**src/rtl/wdt_pkg.sv**
```systemverilog
package wdt_pkg;
  typedef enum logic [1:0] {
    RATE_1HZ = 2'b00,
    RATE_4K  = 2'b01,
    RATE_8K  = 2'b10,
    RATE_32K = 2'b11
  } rate_e;

  typedef struct packed {
    logic  int_en;
    rate_e rate;
    logic  steer_int;
    logic  wd_mode;
    logic  cnt_en;
  } ctrl_t;

  localparam int unsigned CTRL_W = $bits(ctrl_t);
  localparam ctrl_t CTRL_RST = '{int_en: 1'b0, rate: RATE_32K, steer_int: 1'b0,
                                 wd_mode: 1'b0, cnt_en: 1'b0};
endpackage

```
**src/rtl/wdt_prescaler.sv**
```systemverilog
module wdt_prescaler
  import wdt_pkg::*;
#(
  parameter int unsigned PRESC_W    = 15,
  parameter int unsigned FAST_SHIFT = 3
) (
  input  logic  clk_i,
  input  logic  rst_ni,
  input  logic  tick_i,
  input  rate_e rate_i,
  output logic  fast_tick_o,
  output logic  slow_tick_o,
  output logic  sqw_o
);
  logic [PRESC_W-1:0] presc_q;
  logic               sqw_d, sqw_q;

  always_ff @(posedge clk_i or negedge rst_ni) begin
    if (!rst_ni)     presc_q <= '0;
    else if (tick_i) presc_q <= presc_q + 1'b1;
  end

  assign fast_tick_o = tick_i && (&presc_q[FAST_SHIFT-1:0]);
  assign slow_tick_o = tick_i && (&presc_q);

  always_comb begin
    unique case (rate_i)
      RATE_1HZ: sqw_d = presc_q[PRESC_W-1];
      RATE_4K:  sqw_d = presc_q[FAST_SHIFT-1];
      RATE_8K:  sqw_d = presc_q[FAST_SHIFT-2];
      default:  sqw_d = tick_i;
    endcase
  end

  always_ff @(posedge clk_i or negedge rst_ni) begin
    if (!rst_ni) sqw_q <= 1'b0;
    else         sqw_q <= sqw_d;
  end

  assign sqw_o = sqw_q;
endmodule

```
**src/rtl/wdt_countdown.sv**
```systemverilog
module wdt_countdown #(
  parameter int unsigned CNT_W = 24
) (
  input  logic             clk_i,
  input  logic             rst_ni,
  input  logic             enable_i,
  input  logic             wd_mode_i,
  input  logic             dec_tick_i,
  input  logic             restart_i,
  input  logic [CNT_W-1:0] reload_i,
  output logic [CNT_W-1:0] count_o,
  output logic             zero_evt_o
);
  logic [CNT_W-1:0] count_q;
  logic             running_q;

  assign zero_evt_o = enable_i && running_q && dec_tick_i && !restart_i &&
                      (count_q == CNT_W'(1));

  always_ff @(posedge clk_i or negedge rst_ni) begin
    if (!rst_ni) begin
      count_q   <= '0;
      running_q <= 1'b0;
    end else if (restart_i) begin
      count_q   <= reload_i;
      running_q <= |reload_i;
    end else if (!enable_i) begin
      running_q <= 1'b0;
    end else if (running_q && dec_tick_i) begin
      if (zero_evt_o) begin
        if (wd_mode_i) begin
          count_q   <= '0;
          running_q <= 1'b0;
        end else begin
          count_q   <= reload_i;
          running_q <= |reload_i;
        end
      end else begin
        count_q <= count_q - 1'b1;
      end
    end
  end

  assign count_o = count_q;
endmodule

```
**src/rtl/wdt_pulse_gen.sv**
```systemverilog
module wdt_pulse_gen #(
  parameter int unsigned PULSE_TICKS = 8192
) (
  input  logic clk_i,
  input  logic rst_ni,
  input  logic tick_i,
  input  logic start_i,
  input  logic steer_int_i,
  output logic active_o,
  output logic to_int_o
);
  localparam int unsigned PW = $clog2(PULSE_TICKS);

  logic [PW-1:0] cnt_q;
  logic          active_q, to_int_q;

  always_ff @(posedge clk_i or negedge rst_ni) begin
    if (!rst_ni) begin
      cnt_q    <= '0;
      active_q <= 1'b0;
      to_int_q <= 1'b0;
    end else if (start_i) begin
      cnt_q    <= PW'(PULSE_TICKS - 1);
      active_q <= 1'b1;
      to_int_q <= steer_int_i;
    end else if (active_q && tick_i) begin
      if (cnt_q == '0) active_q <= 1'b0;
      else             cnt_q    <= cnt_q - 1'b1;
    end
  end

  assign active_o = active_q;
  assign to_int_o = to_int_q;
endmodule

```
**src/rtl/wdt_alarm_timer.sv**
```systemverilog
module wdt_alarm_timer
  import wdt_pkg::*;
#(
  parameter int unsigned CNT_BYTES   = 3,
  parameter int unsigned ADDR_W      = 3,
  parameter int unsigned DATA_W      = 8,
  parameter int unsigned PRESC_W     = 15,
  parameter int unsigned FAST_SHIFT  = 3,
  parameter int unsigned PULSE_TICKS = 8192
) (
  input  logic              clk_i,
  input  logic              rst_ni,
  input  logic              tick_i,
  input  logic [ADDR_W-1:0] addr_i,
  input  logic              we_i,
  input  logic              rd_i,
  input  logic [DATA_W-1:0] wdata_i,
  output logic [DATA_W-1:0] rdata_o,
  output logic              rst_no,
  output logic              int_no,
  output logic              sqw_o
);
  localparam int unsigned CNT_W     = CNT_BYTES * DATA_W;
  localparam int unsigned CTRL_ADDR = CNT_BYTES;
  localparam int unsigned STAT_ADDR = CNT_BYTES + 1;

  ctrl_t              ctrl_q;
  logic               flag_q;
  logic [CNT_W-1:0]   reload_q, reload_d, count;
  logic [CNT_BYTES-1:0] byte_sel;
  logic               ctrl_wr, stat_wr, cnt_acc, en_rise, restart;
  logic               fast_tick, slow_tick, dec_tick, zero_evt;
  logic               pulse_active, pulse_to_int;

  for (genvar b = 0; b < CNT_BYTES; b++) begin : g_sel
    assign byte_sel[b] = (addr_i == ADDR_W'(b));
  end

  assign ctrl_wr = we_i && (addr_i == ADDR_W'(CTRL_ADDR));
  assign stat_wr = we_i && (addr_i == ADDR_W'(STAT_ADDR));
  assign cnt_acc = (we_i || rd_i) && (|byte_sel);
  assign en_rise = ctrl_wr && wdata_i[0] && !ctrl_q.cnt_en;
  assign restart = en_rise || (cnt_acc && ctrl_q.cnt_en);

  always_comb begin
    reload_d = reload_q;
    for (int b = 0; b < CNT_BYTES; b++) begin
      if (we_i && byte_sel[b]) reload_d[b*DATA_W +: DATA_W] = wdata_i;
    end
  end

  always_ff @(posedge clk_i or negedge rst_ni) begin
    if (!rst_ni) begin
      reload_q <= '0;
      ctrl_q   <= CTRL_RST;
    end else begin
      reload_q <= reload_d;
      if (ctrl_wr) ctrl_q <= ctrl_t'(wdata_i[CTRL_W-1:0]);
    end
  end

  // a new zero wins over a host clear in the same cycle
  always_ff @(posedge clk_i or negedge rst_ni) begin
    if (!rst_ni)                      flag_q <= 1'b0;
    else if (zero_evt)                flag_q <= 1'b1;
    else if (stat_wr && !wdata_i[0])  flag_q <= 1'b0;
  end

  wdt_prescaler #(
    .PRESC_W   (PRESC_W),
    .FAST_SHIFT(FAST_SHIFT)
  ) u_presc (
    .clk_i      (clk_i),
    .rst_ni     (rst_ni),
    .tick_i     (tick_i),
    .rate_i     (ctrl_q.rate),
    .fast_tick_o(fast_tick),
    .slow_tick_o(slow_tick),
    .sqw_o      (sqw_o)
  );

  assign dec_tick = ctrl_q.wd_mode ? fast_tick : slow_tick;

  wdt_countdown #(
    .CNT_W(CNT_W)
  ) u_cnt (
    .clk_i     (clk_i),
    .rst_ni    (rst_ni),
    .enable_i  (ctrl_q.cnt_en),
    .wd_mode_i (ctrl_q.wd_mode),
    .dec_tick_i(dec_tick),
    .restart_i (restart),
    .reload_i  (reload_d),
    .count_o   (count),
    .zero_evt_o(zero_evt)
  );

  wdt_pulse_gen #(
    .PULSE_TICKS(PULSE_TICKS)
  ) u_pulse (
    .clk_i      (clk_i),
    .rst_ni     (rst_ni),
    .tick_i     (tick_i),
    .start_i    (zero_evt && ctrl_q.wd_mode),
    .steer_int_i(ctrl_q.steer_int),
    .active_o   (pulse_active),
    .to_int_o   (pulse_to_int)
  );

  assign rst_no = !(pulse_active && !pulse_to_int);
  assign int_no = !((pulse_active && pulse_to_int) ||
                    (flag_q && ctrl_q.int_en && ctrl_q.steer_int));

  always_comb begin
    rdata_o = '0;
    for (int b = 0; b < CNT_BYTES; b++) begin
      if (byte_sel[b])
        rdata_o = ctrl_q.cnt_en ? count[b*DATA_W +: DATA_W] : reload_q[b*DATA_W +: DATA_W];
    end
    if (addr_i == ADDR_W'(CTRL_ADDR)) rdata_o = DATA_W'(ctrl_q);
    if (addr_i == ADDR_W'(STAT_ADDR)) rdata_o = DATA_W'(flag_q);
  end
endmodule

```
**config.mk**
```make
export PLATFORM = sky130hd
export DESIGN_NAME = wdt_alarm_timer
export DESIGN_NICKNAME = d
export VERILOG_FILES = /design/src/rtl/wdt_pkg.sv /design/src/rtl/wdt_prescaler.sv /design/src/rtl/wdt_countdown.sv /design/src/rtl/wdt_pulse_gen.sv /design/src/rtl/wdt_alarm_timer.sv
export SDC_FILE = /design/constraint.sdc
export NUM_CORES = 1
export LEC_CHECK = 0
export ABC_CLOCK_PERIOD_IN_PS = 2880
export BUFFER_PORTS_ARGS = -buffer_cell sky130_fd_sc_hd__buf_2
export CORE_MARGIN = 3
export CORE_UTILIZATION = 35
export DETAILED_ROUTE_END_ITERATION = 8
export PLACE_DENSITY_LB_ADDON = 0.3
export SLEW_MARGIN = 20
export SYNTH_ARGS = -nofsm -noshare
export SYNTH_HDL_FRONTEND = slang
export SYNTH_SLANG_ARGS = --single-unit
```
**constraint.sdc**
```tcl
create_clock -name clk_i -period 2.88 [get_ports clk_i]
set_input_delay 0.288 -clock clk_i [delete_from_list [all_inputs] [get_ports clk_i]]
set_output_delay 0.288 -clock clk_i [all_outputs]
set_load 0.01 [all_outputs]
```
==> metrics.md <==
| Metric | Value |
|---|---|
| Worst Skew | `0.005763 ns` |
| CP startpoint kind | `flip-flop` |
| Finish-stage setup viols | `0` |
| Slew Limit Headroom | `44.94%` |
| Delay-heaviest family, CP | `simple AND/OR/NAND/NOR gates` |
| CTS Hold Bufs | `0` |
| Final WS setup | `0.1746 ns` |
| RR Startpoint | `u_presc.presc_q[0]` |
| CP Launch Point | `u_presc.presc_q[0]` |
| Final critical-path required period | `2.705 ns` |
| WP data arrival | `2.95 ns` |
| Critical path, cell by cell | `ha_1, nand3_1, nor4_2, o311ai_2, nor3_2, nand3_1, o311ai_1` |
| Cell Area, Synth | `4882 um^2` |
| Synth async-reset ratio | `100.0%` |
| Worst hold path class | `input port to async pin` |
| Initial Utilization | `36.29%` |
| GRT Overall Usage | `18.90%` |
| Highest-delay cell along the critical path | `nor3_2` |
| Global route overflow | `0` |
| Cts repair resizes | `0` |
| Ys flop type | `dfrtp_1` |
| Yosys cell types | `65` |
| Antenna viol nets, final | `0` |
| Vert. Die Dim | `124.1 um` |
| Setup crit end kind | `flip-flop` |
| Final Hold Fails | `0` |
| Buffers plus inverters on the worst setup path | `0` |
| Pwr Density | `750.2 nW/um^2` |
| GPL Wtd Cong | `0.9298` |
| Run status | `complete, no violations` |
| Crit path max fanout | `9` |
| Rows | `42` |
| Mapped Cells | `477` |
| Final TNS setup | `0 ns` |
| RSZ-0062 raised after global routing | `false` |
| CP dominant cell by count | `nand3_1` |
| VDD IR max | `0.0003617 V` |
| Worst skew pair latency | `0.35 ns` |
| Port Buffers | `26` |
| Post-Syn Nets | `498` |
| Mean Syn Cell Area | `10.24 um^2` |
| Die area | `15,400 um^2` |
| Post-place setup slack | `0.2291 ns` |
| Number of synthesized register bits | `87` |
| Yosys top cell area share | `43.57%` |
| Critical path class | `flip-flop to flip-flop` |
| First-pass GRT wire length | `21.93 mm` |
| DR vias | `3,971` |
| Hpwl dp | `10.07 mm` |
| Largest net degree at the start of global routing | `59` |
| CTS sink cnt | `87` |
| Number of global-route vias before repair | `4,028` |
| Initial antenna violation count | `0` |
| Upper clock frequency limit | `0.3696 GHz` |
| Final period util | `93.94%` |
| Synth area leaders | `dfrtp_1 44%, mux2_2 5.5%, mux2i_1 4.7%` |
| Synth Warn # | `0` |
| Total core area | `13,450 um^2` |
| Residual DRC count | `0` |
| Inserted Diodes | `0` |
| H-Tree Depth | `3` |
| CP max stage delay | `0.62 ns` |
| EDFF count, synth | `0` |
| Num ports | `27` |
| Max Slew Vio Count | `0` |
| CTS tree | `done` |
| Post-synthesis sequential area ratio | `44.64%` |
| First-pass iteration count of the detailed router | `5` |
| # nets final | `531` |
| Initial DRC Count | `295` |
| Layout cell share with drive strength beyond 1 | `21.17%` |
| DIE WIDTH | `124.1 um` |
| Max-Cap Viols | `0` |
| Cell taking the most area after synthesis | `dfrtp_1` |
| Worst path required time | `3.13 ns` |
| Lkg Pwr | `2.451 nW` |
| Post-Route WL | `13.79 mm` |
| Area Overhead vs Synth | `14.86%` |
| Wire per inst | `19.95 um` |
| Clock root buffer | `clkbuf_16` |
| Clock slew at reported path FFs | `0.06 ns` |
| Post-CTS setup buffer count | `0` |
| Via density | `5.747` |
| CTS Buf Count | `9` |
| Tightest Pin Transition | `0.8204 ns` |
| Clock buffer depth | `2` |
## metrics by stage
stage	hold WS [ns]	area (um^2)	cells	total power, mW	utilization, %
3_3_place_gp	0.4262	5298	675	2.967	39.38
4_1_cts	0.05767	5608	691	4.228	41.69
2_1_floorplan	-0.007591	4882	477	2.547	-
3_5_place_dp	0.4319	5298	675	3.001	39.38
5_1_grt	0.07973	5608	691	4.435	41.69
6_report	0.02733	5608	691	4.207	41.69
## cell type report
| cell class | instances | area [um^2] |
|---|---|---|
| Fill cell | 1349 | 7845 |
| Multi-Input combinational cell | 348 | 2535 |
| Sequential cell | 87 | 2180 |
| Timing Repair Buffer | 46 | 295.3 |
| Clock buffer | 13 | 270.3 |
| Tap cell | 176 | 220.2 |
| Inverter | 18 | 67.56 |
| Clock inverter | 3 | 40.04 |
## placed cells by master, fill, tap and decap left out, types with 16 or more instances in the layout
cell	count
dfrtp_1	85
nand2_1	46
nor2_1	39
nand3_1	26
buf_2	25
mux2_2	24
mux2i_1	23
buf_4	20
inv_1	18
o21ai_0	16
## worst register-to-register path, stage by stage, from the launching register on
cell      delay [ns]
dfrtp_1         0.42
ha_1            0.22
nand3_1         0.11
nor4_2          0.50
o311ai_2        0.21
nor3_2          0.62
nand3_1         0.26
o311ai_1        0.27
## logic make-up after synthesis
family | synth area share, %
buffers and inverters | 3.972
AND/OR/NAND/NOR | 19.91
flip-flops | 44.64
multiplexers | 14.40
XOR/XNOR | 4.306
AO/OA/AOI/OAI | 11.48
adder cells (fa/ha/maj) | 1.281
## final timing paths
path                       slack [ns]  cells past startpoint             endpoint
setup / recovery                 0.17                      7    u_cnt.count_o[21]
min in group clk_i               0.27                      2            ctrl_q[4]
max in group asynchronous        2.21                      2          reload_q[8]
setup reg to reg                 0.17                      7    u_cnt.count_o[21]
hold / removal                   0.03                      1  u_presc.presc_q[11]
hold reg to reg                  0.48                      1  u_presc.presc_q[13]
## cells in the mapped netlist, types with 8 or more instances
cell / number
a21oi_1: 8
clkbuf_1: 14
dfrtp_1: 85
inv_1: 18
mux2_2: 24
mux2i_1: 23
mux4_2: 9
nand2_1: 46
nand3_1: 26
nand4_1: 9
nor2_1: 39
nor3_1: 15
nor4_1: 9
o21ai_0: 16
o311ai_0: 9
xnor2_1: 9
xor2_1: 15
## metal layers
layer	GRT usage (%)	part of all wire [%]	vias up	wire, um
met3	5.631	4.8	28	664
met1	23.71	44	1995	6059
met2	31.08	49	114	6735
met5	0	0	-	0
met4	6.502	2.4	0	327
li1	-	-	1834	-
## state kept, by name (all words and copies together), names as in the netlist
name / count
u_presc.presc_q: 15
u_presc.sqw_o: 1
flag_q: 1
reload_q: 24
u_cnt.running_q: 1
ctrl_q: 6
u_pulse.cnt_q: 13
u_cnt.count_o: 24
u_pulse.to_int_o: 1
u_pulse.active_o: 1
## power by group
part | internal (mW) | switching (mW) | total, mW
clock | 0.741 | 0.478 | 1.22
combinational | 0.516 | 0.610 | 1.13
sequential | 1.52 | 0.342 | 1.86
Power figures use the tool's default switching activity.
